## config.mk

```make
export PLATFORM = sky130hd
export DESIGN_NAME = cmdbuf_regif
export DESIGN_NICKNAME = d
export VERILOG_FILES = /design/src/rtl/cmdbuf_pkg.sv /design/src/rtl/cmdbuf_loc.sv /design/src/rtl/cmdbuf_ctrl.sv /design/src/rtl/cmdbuf_rdmux.sv /design/src/rtl/cmdbuf_regif.sv
export SDC_FILE = /design/constraint.sdc
export NUM_CORES = 1
export LEC_CHECK = 0
export ABC_AREA = 1
export CORE_MARGIN = 3
export CORE_UTILIZATION = 35
export CTS_BUF_LIST = sky130_fd_sc_hd__clkbuf_16
export DETAILED_ROUTE_END_ITERATION = 6
export PLACE_DENSITY_LB_ADDON = 0.2
export SLEW_MARGIN = 20
export SYNTH_ARGS = -nofsm -noshare
export SYNTH_HDL_FRONTEND = slang
export SYNTH_HIERARCHICAL = 1
export SYNTH_SLANG_ARGS = --single-unit
```

## constraint.sdc

```tcl
create_clock -name clk -period 2 [get_ports clk]
set_input_delay 0.4 -clock clk [delete_from_list [all_inputs] [get_ports clk]]
set_output_delay 0.4 -clock clk [all_outputs]
set_load 0.1 [all_outputs]
```

## src/rtl/cmdbuf_pkg.sv

```systemverilog
package cmdbuf_pkg;
   localparam int OFS_W = 12;
   localparam logic [11:0] OFS_LOC_STATE = 12'h000;
   localparam logic [11:0] OFS_LOC_CTRL  = 12'h008;
   localparam logic [11:0] OFS_LOC_STS   = 12'h00C;
   localparam logic [11:0] OFS_INTF_ID   = 12'h030;
   localparam logic [11:0] OFS_REQ       = 12'h040;
   localparam logic [11:0] OFS_STS       = 12'h044;
   localparam logic [11:0] OFS_CANCEL    = 12'h048;
   localparam logic [11:0] OFS_START     = 12'h04C;
   localparam logic [11:0] OFS_CMD_SIZE  = 12'h058;
   localparam logic [11:0] OFS_CMD_ADDR  = 12'h05C;
   localparam logic [11:0] OFS_RSP_SIZE  = 12'h064;
   localparam logic [11:0] OFS_RSP_ADDR  = 12'h068;

   localparam logic [31:0] CMD_READY  = 32'd1;
   localparam logic [31:0] CMD_IDLE   = 32'd2;
   localparam logic [31:0] CMD_INVOKE = 32'd1;
   localparam logic [31:0] LOC_ASK    = 32'd1;
   localparam logic [31:0] LOC_DROP   = 32'd2;

   localparam logic [7:0] NO_LOC = 8'hFF;

   function automatic logic [31:0] intf_id_word();
      logic [31:0] w;
      w        = '0;
      w[3:0]   = 4'd1;   // interface kind: buffer active
      w[7:4]   = 4'd1;   // interface version
      w[8]     = 1'b0;   // locality 0 only
      w[9]     = 1'b0;   // no fast idle bypass
      w[11:10] = 2'b11;  // 64-byte transfers
      w[12]    = 1'b0;   // no FIFO path
      w[13]    = 1'b1;   // buffer path present
      w[15:14] = 2'd1;   // selector: buffer
      w[27:24] = 4'd0;   // revision
      return w;
   endfunction
endpackage

```

## src/rtl/cmdbuf_loc.sv

```systemverilog
module cmdbuf_loc #(
   parameter int LOC_W = 3
) (
   input  logic             clk,
   input  logic             rst_n,
   input  logic             ctrl_wr,
   input  logic [31:0]      wdata,
   output logic             granted,
   output logic             seized,
   output logic             assigned,
   output logic [LOC_W-1:0] loc_field,
   output logic [7:0]       active_loc
);
   import cmdbuf_pkg::*;

   if (LOC_W < 1 || LOC_W > 5) begin : g_bad_locw
      $error("cmdbuf_loc: LOC_W must be 1..5");
   end

   // The locality field has no write path; it stays at its reset value.
   assign loc_field = '0;

   always_ff @(posedge clk) begin
      if (!rst_n) begin
         granted  <= 1'b0;
         seized   <= 1'b0;
         assigned <= 1'b0;
      end else if (ctrl_wr) begin
         if (wdata == LOC_ASK) begin
            granted  <= 1'b1;
            seized   <= 1'b0;
            assigned <= 1'b1;
         end else if (wdata == LOC_DROP) begin
            granted  <= 1'b0;
            assigned <= 1'b0;
         end
      end
   end

   assign active_loc = assigned ? 8'(loc_field) : NO_LOC;
endmodule

```

## src/rtl/cmdbuf_ctrl.sv

```systemverilog
module cmdbuf_ctrl #(
   parameter int          LOC_ADDR_W = 4,
   parameter logic [31:0] EFF_LEN    = 32'hF80,
   parameter bit          CLAMP_LEN  = 1'b1
) (
   input  logic                  clk,
   input  logic                  rst_n,
   input  logic                  req_wr,
   input  logic                  start_wr,
   input  logic                  cancel_wr,
   input  logic [31:0]           wdata,
   input  logic [LOC_ADDR_W-1:0] wr_loc,
   input  logic [7:0]            active_loc,
   input  logic                  done_strobe,
   input  logic                  done_err,
   input  logic [31:0]           hdr_len,
   output logic                  idle,
   output logic                  fatal,
   output logic                  busy,
   output logic                  start_req,
   output logic                  cancel_pulse,
   output logic [31:0]           cmd_len
);
   import cmdbuf_pkg::*;

   logic        accept;
   logic [31:0] len_next;

   assign accept = start_wr && (wdata == CMD_INVOKE) && !busy
                   && (active_loc == 8'(wr_loc));

   if (CLAMP_LEN) begin : g_clamp
      assign len_next = (hdr_len < EFF_LEN) ? hdr_len : EFF_LEN;
   end else begin : g_raw
      assign len_next = hdr_len;
   end

   always_ff @(posedge clk) begin
      if (!rst_n) begin
         idle         <= 1'b1;
         fatal        <= 1'b0;
         busy         <= 1'b0;
         start_req    <= 1'b0;
         cancel_pulse <= 1'b0;
         cmd_len      <= '0;
      end else begin
         start_req    <= accept;
         cancel_pulse <= cancel_wr && (wdata == CMD_INVOKE) && busy;
         if (req_wr && wdata == CMD_READY) idle <= 1'b0;
         else if (req_wr && wdata == CMD_IDLE) idle <= 1'b1;
         if (done_strobe && done_err) fatal <= 1'b1;
         if (accept) begin
            busy    <= 1'b1;
            cmd_len <= len_next;
         end else if (done_strobe) begin
            busy <= 1'b0;
         end
      end
   end
endmodule

```

## src/rtl/cmdbuf_rdmux.sv

```systemverilog
module cmdbuf_rdmux #(
   parameter int          LOC_W    = 3,
   parameter logic [31:0] EFF_LEN  = 32'hF80,
   parameter logic [31:0] BUF_SIZE = 32'hF80,
   parameter logic [31:0] BUF_ADDR = 32'hFED4_0080
) (
   input  logic [11:0]      rd_ofs,
   input  logic             established,
   input  logic             granted,
   input  logic             seized,
   input  logic             assigned,
   input  logic [LOC_W-1:0] loc_field,
   input  logic             idle,
   input  logic             fatal,
   input  logic             busy,
   output logic [31:0]      rd_data
);
   import cmdbuf_pkg::*;

   logic [31:0] word;
   logic [11:0] aligned;

   assign aligned = {rd_ofs[11:2], 2'b00};

   always_comb begin
      word = '0;
      case (aligned)
         OFS_LOC_STATE: begin
            word[1]         = assigned;
            word[2 +: LOC_W] = loc_field;
            word[7]         = 1'b1;
         end
         OFS_LOC_STS:  word[1:0] = {seized, granted};
         OFS_INTF_ID:  word      = intf_id_word();
         OFS_STS:      word[1:0] = {idle, fatal};
         OFS_START:    word[0]   = busy;
         OFS_CMD_SIZE: word      = BUF_SIZE;
         OFS_CMD_ADDR: word      = BUF_ADDR;
         OFS_RSP_SIZE: word      = BUF_SIZE;
         OFS_RSP_ADDR: word      = BUF_ADDR;
         default:      word      = '0;
      endcase
      rd_data = word >> (8 * rd_ofs[1:0]);
      if (rd_ofs == OFS_LOC_STATE) rd_data[0] = rd_data[0] | !established;
   end
endmodule

```

## src/rtl/cmdbuf_regif.sv

```systemverilog
module cmdbuf_regif #(
   parameter logic [31:0] BASE_ADDR    = 32'hFED4_0000,
   parameter int          ADDR_W       = 16,
   parameter int          WINDOW_BYTES = 4096,
   parameter int          BUF_OFFSET   = 128,
   parameter int          BE_BUF_BYTES = 4096,
   parameter int          LOC_W        = 3,
   parameter bit          CLAMP_LEN    = 1'b1
) (
   input  logic        clk,
   input  logic        rst_n,
   input  logic        wr_en,
   input  logic [15:0] wr_addr,
   input  logic [31:0] wr_data,
   input  logic [15:0] rd_addr,
   output logic [31:0] rd_data,
   input  logic        established,
   input  logic [47:0] cmd_hdr,
   output logic        start_req,
   output logic        cancel_pulse,
   output logic [31:0] cmd_len,
   output logic [31:0] rsp_len,
   input  logic        done_strobe,
   input  logic        done_err,
   output logic [7:0]  active_loc
);
   import cmdbuf_pkg::*;

   localparam int          LOC_ADDR_W = ADDR_W - OFS_W;
   localparam int          BUF_BYTES  = WINDOW_BYTES - BUF_OFFSET;
   localparam int          EFF_BYTES  = (BE_BUF_BYTES < BUF_BYTES) ? BE_BUF_BYTES : BUF_BYTES;
   localparam logic [31:0] BUF_SIZE   = 32'(BUF_BYTES);
   localparam logic [31:0] EFF_LEN    = 32'(EFF_BYTES);
   localparam logic [31:0] BUF_ADDR   = BASE_ADDR + 32'(BUF_OFFSET);

   if (ADDR_W != 16) begin : g_bad_addr
      $error("cmdbuf_regif: ADDR_W must be 16");
   end
   if (BUF_OFFSET <= 32'(OFS_RSP_ADDR) || BUF_OFFSET >= WINDOW_BYTES || (BUF_OFFSET % 4) != 0) begin : g_bad_ofs
      $error("cmdbuf_regif: BUF_OFFSET must be word aligned, above the registers and inside the window");
   end
   if (BE_BUF_BYTES < 6) begin : g_bad_be
      $error("cmdbuf_regif: BE_BUF_BYTES too small for a header");
   end

   logic        granted, seized, assigned, idle, fatal, busy;
   logic [LOC_W-1:0] loc_field;
   logic [11:0] wofs;
   logic [31:0] hdr_len;

   assign wofs    = wr_addr[OFS_W-1:0];
   assign hdr_len = {cmd_hdr[23:16], cmd_hdr[31:24], cmd_hdr[39:32], cmd_hdr[47:40]};
   assign rsp_len = EFF_LEN;

   cmdbuf_loc #(.LOC_W(LOC_W)) u_loc (
      .clk        (clk),
      .rst_n      (rst_n),
      .ctrl_wr    (wr_en && wofs == OFS_LOC_CTRL),
      .wdata      (wr_data),
      .granted    (granted),
      .seized     (seized),
      .assigned   (assigned),
      .loc_field  (loc_field),
      .active_loc (active_loc)
   );

   cmdbuf_ctrl #(.LOC_ADDR_W(LOC_ADDR_W), .EFF_LEN(EFF_LEN), .CLAMP_LEN(CLAMP_LEN)) u_ctrl (
      .clk          (clk),
      .rst_n        (rst_n),
      .req_wr       (wr_en && wofs == OFS_REQ),
      .start_wr     (wr_en && wofs == OFS_START),
      .cancel_wr    (wr_en && wofs == OFS_CANCEL),
      .wdata        (wr_data),
      .wr_loc       (wr_addr[ADDR_W-1:OFS_W]),
      .active_loc   (active_loc),
      .done_strobe  (done_strobe),
      .done_err     (done_err),
      .hdr_len      (hdr_len),
      .idle         (idle),
      .fatal        (fatal),
      .busy         (busy),
      .start_req    (start_req),
      .cancel_pulse (cancel_pulse),
      .cmd_len      (cmd_len)
   );

   cmdbuf_rdmux #(.LOC_W(LOC_W), .EFF_LEN(EFF_LEN), .BUF_SIZE(BUF_SIZE), .BUF_ADDR(BUF_ADDR)) u_rd (
      .rd_ofs      (rd_addr[OFS_W-1:0]),
      .established (established),
      .granted     (granted),
      .seized      (seized),
      .assigned    (assigned),
      .loc_field   (loc_field),
      .idle        (idle),
      .fatal       (fatal),
      .busy        (busy),
      .rd_data     (rd_data)
   );
endmodule

```

* After elaboration in Yosys (flattened, before gate mapping)
Index checks and enable logic that the tools add are counted.
Widths: inputs -> output; s select.
** Word-level totals
- Bits in latches :: 0
- Word-level logic and storage cells :: 62
- Memory bits (writable) :: 0
- Input port bits :: 118
- Bits in registers :: 38
- Output and inout bits :: 106
- Memory bits (read-only) :: 0
- Memories kept :: 0
** Cells by class
- Order comparisons :: 1
- Mux-type cells :: 14
- Bitwise gates (word level) :: 1
- Divide/modulo/power cells :: 0
- Equal/unequal tests :: 15
- Add/sub/neg operators :: 0
- Multipliers :: 0
- Shift operators :: 1
- Reductions and logical operators :: 23
** Operators with widths (count)
- $pmux 24 s3 :: 1
- $eq 10x5->1 const B :: 6
- $eq 12x7->1 const B :: 3
- $eq 32x1->1 const B :: 1
- $eq 32x2->1 const B :: 1
- $lt 32x12->1 const B :: 1
- $mux 32 :: 1
- $shr 32x5->32 :: 1
- $logic_not 12->1 :: 2
- $eq 12x4->1 const B :: 1
- $logic_and 1x1->1 :: 12
- $eq 10x2->1 const B :: 1
- $eq 10x4->1 const B :: 1
- $eq 8x4->1 :: 1
- $mux 1 :: 8
- $mux 8 :: 1
- $reduce_bool 2->1 :: 3
- $reduce_or 5->1 :: 1
- $pmux 1 s4 :: 1
- $reduce_or 2->1 :: 2
- $mux 3 :: 1
- $logic_not 1->1 :: 2
- $pmux 1 s2 :: 1
- $reduce_and 2->1 :: 1
- $or 1x1->1 :: 1

* Logic depth before layout (Yosys ltp)
- Depth in word-level cells :: 6
- Mapped depth :: 16
- Depth with buffers taken out :: 15

* Hierarchy
The synthesis kept the hierarchy.
** Modules (own cells, without submodules)
- cmdbuf_ctrl :: instances 1, cells each 275, area an instance 1752.9 µm², sequential area each 740.7 µm²
- cmdbuf_rdmux :: instances 1, cells each 114, area an instance 623.1 µm², sequential area each 0.0 µm²
- cmdbuf_regif :: instances 1, cells each 64, area an instance 376.6 µm², sequential area each 0.0 µm²
- cmdbuf_loc :: instances 1, cells each 51, area an instance 269.0 µm², sequential area each 20.0 µm²

* Worst setup path before layout
OpenSTA, ideal clock, no wires.
- Kind :: input to output
- From :: input rd_addr[11]
- To :: output rd_data[20]
- Cell stages on the path :: 6
- Data required time :: 1.600 ns
- Arrival :: 2.684 ns
- Path buffers :: 1
- Slack :: -1.084 ns
- Cells stage by stage :: nor2_4 nand2_4 nor2_8 nand2_4 nor2_1 buf_4
** On the way
- Longest elaborated chain between the ends :: 4
- Elaborated cells between the ends (all ways) :: 10
- Classes of those cells :: 5 x eq/ne; 1 x shift; 2 x mux; 2 x reduce/logical
** Ends and longest elaborated chain
- start: declaration :: line cmdbuf_regif.sv:15 : input logic [15:0] rd_addr,
- $eq 10x5->1 :: line cmdbuf_rdmux.sv:27 : case (aligned)
- $reduce_or 2->1 (no line)
- $pmux 24 s3 :: line cmdbuf_rdmux.sv:27
- $shr 32x5->32 (*) :: line cmdbuf_rdmux.sv:43 : rd_data = word >> (8 * rd_ofs[1:0]);
- end: declaration :: line cmdbuf_regif.sv:16 : output logic [31:0] rd_data,
Every way passes the cells marked *; elsewhere a longest branch is shown, timed or not.

* Worst setup path in the final report
- From :: input rd_addr[5]
- To :: output rd_data[1]
Same word-level chain as after synthesis.

==> metrics <==
outcome=finished, final reports clean; Nets=809; DR vias=3,372; post-layout util=66.5%; Setup crit start=rd_addr[5]; IO Pins=224; Post-CTS Hold Buffers=0; GRT overflow=0; Leak=2.95 nW; initial core utilization=36.4%; max-slew violation count=0; Final Setup Violations=0; crit end category=output pin; Final min period=1.95 ns; kind of critical path=input port to output pin; gpl congestion=0.817; 1st-iter DRT viols=83; startpoint types=input port; First-pass DRT Iterations=4; core region area=0.00830 mm2; Hold Startpoint=u_ctrl/cmd_len[17]; Critical R2R Launch=u_loc/assigned; share of cells above drive strength 1=30.5%; Die ar.=0.00978 mm2; H-tree depth=2; HPWL after DPL=7210 um; Row Count=33; input/output buffers=169; first-pass GRT wire length=13,600 um; post-synthesis cell type count=28; die width=98.9 um; critical path fanouts, max=4; Clock transition at path regs=0.06 ns; unrepaired setup endpoints after global routing=yes; crit path DAT=1.55 ns; CTS tree=yes; FF-to-FF End=u_ctrl/cmd_len[0]; vias in the first global route=3,131; Setup crit end=rd_data[1]; P&R area growth vs syn=82.6%; register area share after synthesis=25.2%; Vias/cell=4.23; initial antenna violation count=0; Syn Area/Cell=6.00 um2; reg2reg setup slack=0.35 ns; clk_skew=0.00296 ns; footprint of the multi-input gates=0.00175 mm2; synthesized flop and latch total=38; endpoints failing hold=0; Detail Route Antenna Nets=0; PwrDens=396 mW/mm2; fillers=698; Ant. Diodes=0; Gate Count Post-Synth=504; cell mode on critical path=nand2_2; Ys Warns=6; clock root cell=clkbuf_16; die span in y=98.9 um; Largest stage delay, worst path=0.18 ns; worst hold path class=register to register; synthesized area=0.00302 mm2; peak supply drop=0.482 mV; GR Util All Layers=16.6%; total CTS buffers=5; FMAX=513 MHz; worst-path cell chain=buf_2 > inv_6 > nor2_4 > buf_4 > nand2_1 > nand2_2 > nand2_2 > o21ai_1 > o21ai_1 > nand2_2 > buf_12; clk sinks=38; area post-placement=0.00517 mm2; worst skew pair latency=0.28 ns; Max Root-Sink Buffers=2; register area=762 um2; period utilization=97.5%; critical path's slowest cell=o21ai_1; Routed WL=8810 um; DRC Markers=0; largest net degree at the start of global routing=34; max cap viols=0; Routed WL per cell=11.1 um; Critical Path RT=1.60 ns; Reg2Reg Depth=9; fin area=0.00552 mm2
==> cells by family after synthesis <==
group	Yosys count	synth area share [%]
AOI/OAI and AO/OA	7	1.33
buffers and inverters	148	26.3
DFF	38	25.2
other	4	0.497
and+or+nand+nor	307	46.7
==> layout by cell type (no fill, tap or decap), types with 3 or more instances in the layout <==
cell / instances
clkinvlp_4: 3
inv_2: 7
nor2_4: 12
buf_12: 42
nor2_1: 96
nand3_2: 7
nand3b_1: 5
buf_2: 5
nand4_1: 11
nand2_2: 20
nand2_4: 5
clkbuf_16: 8
conb_1: 38
buf_6: 5
dlymetal6s2s_1: 9
dfxtp_1: 37
clkdlybuf4s50_1: 76
nand3_1: 32
buf_4: 69
nor2_2: 17
nand2_1: 95
inv_1: 72
==> through the flow <==
stage	setup TNS [ns]	hold slack (ns)	cells	total power, mW	setup WS, ns
after detailed placement	-16.31	0.444	779	1.44	-0.368
after CTS	0	0.454	791	2.19	0.00402
final	0	0.450	797	2.19	0.0491
after global routing	-0.0663	0.473	797	2.28	-0.0444
after floorplan	-11.59	0.438	538	1.23	-0.268
after global placement	-14.57	0.442	779	1.43	-0.336
==> routing by layer <==
metal,part of all wire (%),up-vias,track usage [%],wire length (um)
li1,-,1791,-,-
met1,38,1452,18.7,3350
met2,52,120,31.1,4620
met3,8.5,9,4.46,748
met4,1.1,0,3.36,100
met5,0,-,0,0
==> synth_stat cells <==
library cell | n | area, um2
nand2_1 | 109 | 409
nor2_1 | 107 | 402
inv_1 | 77 | 289
buf_4 | 61 | 458
nand3_1 | 39 | 195
dfxtp_1 | 38 | 761
nor2_2 | 14 | 87.6
nand4_1 | 11 | 68.8
nand2_2 | 7 | 43.8
inv_2 | 5 | 18.8
nand3b_1 | 5 | 37.5
conb_1 | 4 | 15.0
nand2_4 | 4 | 45.0
nor2_4 | 4 | 45.0
a21oi_1 | 2 | 10.0
buf_1 | 2 | 7.51
nor2_8 | 2 | 40.0
o21ai_1 | 2 | 10.0
or2_2 | 2 | 12.5
a21oi_2 | 1 | 8.76
buf_2 | 1 | 5.00
buf_6 | 1 | 11.3
clkbuf_1 | 1 | 3.75
nand3_2 | 1 | 10.0
nor3b_1 | 1 | 7.51
nor4b_1 | 1 | 8.76
o21ai_0 | 1 | 5.00
o22ai_1 | 1 | 6.26
==> critical path: cells and delay by family <==
family                 cells  cell delay [ns]
AOI/OAI and AO/OA          2             0.29
and+or+nand+nor            5             0.39
buffers and inverters      4             0.46
==> timing repair <==
item | 4_1_cts | 5_1_grt
gates resized for setup | 52 | 32
setup buffers | 4 | 3
endpoints found under the setup margin | 30 | 38
pin swaps | 12 | 27
gates cloned | 0 | 3
==> report_power, final <==
group,switching [mW],internal (mW),leakage [nW]
Combinational,0.443,0.237,2.58
Clock,0.293,0.454,0.0672
Sequential,0.00101,0.758,0.307
Total,0.737,1.45,2.95
==> state kept, by name (all words and copies together), names as in the netlist <==
| name | count |
|---|---|
| u_ctrl/busy | 1 |
| u_ctrl/start_req | 1 |
| u_ctrl/cmd_len | 32 |
| u_ctrl/idle | 1 |
| u_ctrl/cancel_pulse | 1 |
| u_loc/assigned | 1 |
| u_ctrl/fatal | 1 |
==> worst min path at each step <==
stage | to | slack [ns] | depth (start not counted)
CTS | u_ctrl/cmd_len[15] | 0.45 | 2
detailed placement | u_ctrl/cmd_len[15] | 0.44 | 2
floorplan | u_ctrl/fatal | 0.44 | 2
global placement | u_ctrl/cmd_len[28] | 0.44 | 2
finish | u_ctrl/cmd_len[17] | 0.45 | 2
global route | u_ctrl/cmd_len[17] | 0.47 | 2
==> cell type report <==
type                    instances  area share [%]
clock buffers                   5            2.27
inverters                      82            5.80
clock inverters                 3           0.295
repair buffers                212            43.7
flip-flops and latches         38            13.8
well taps                     105            2.38
multi-input cells             352            31.7
No activity file was read; power rests on OpenSTA's default activity.
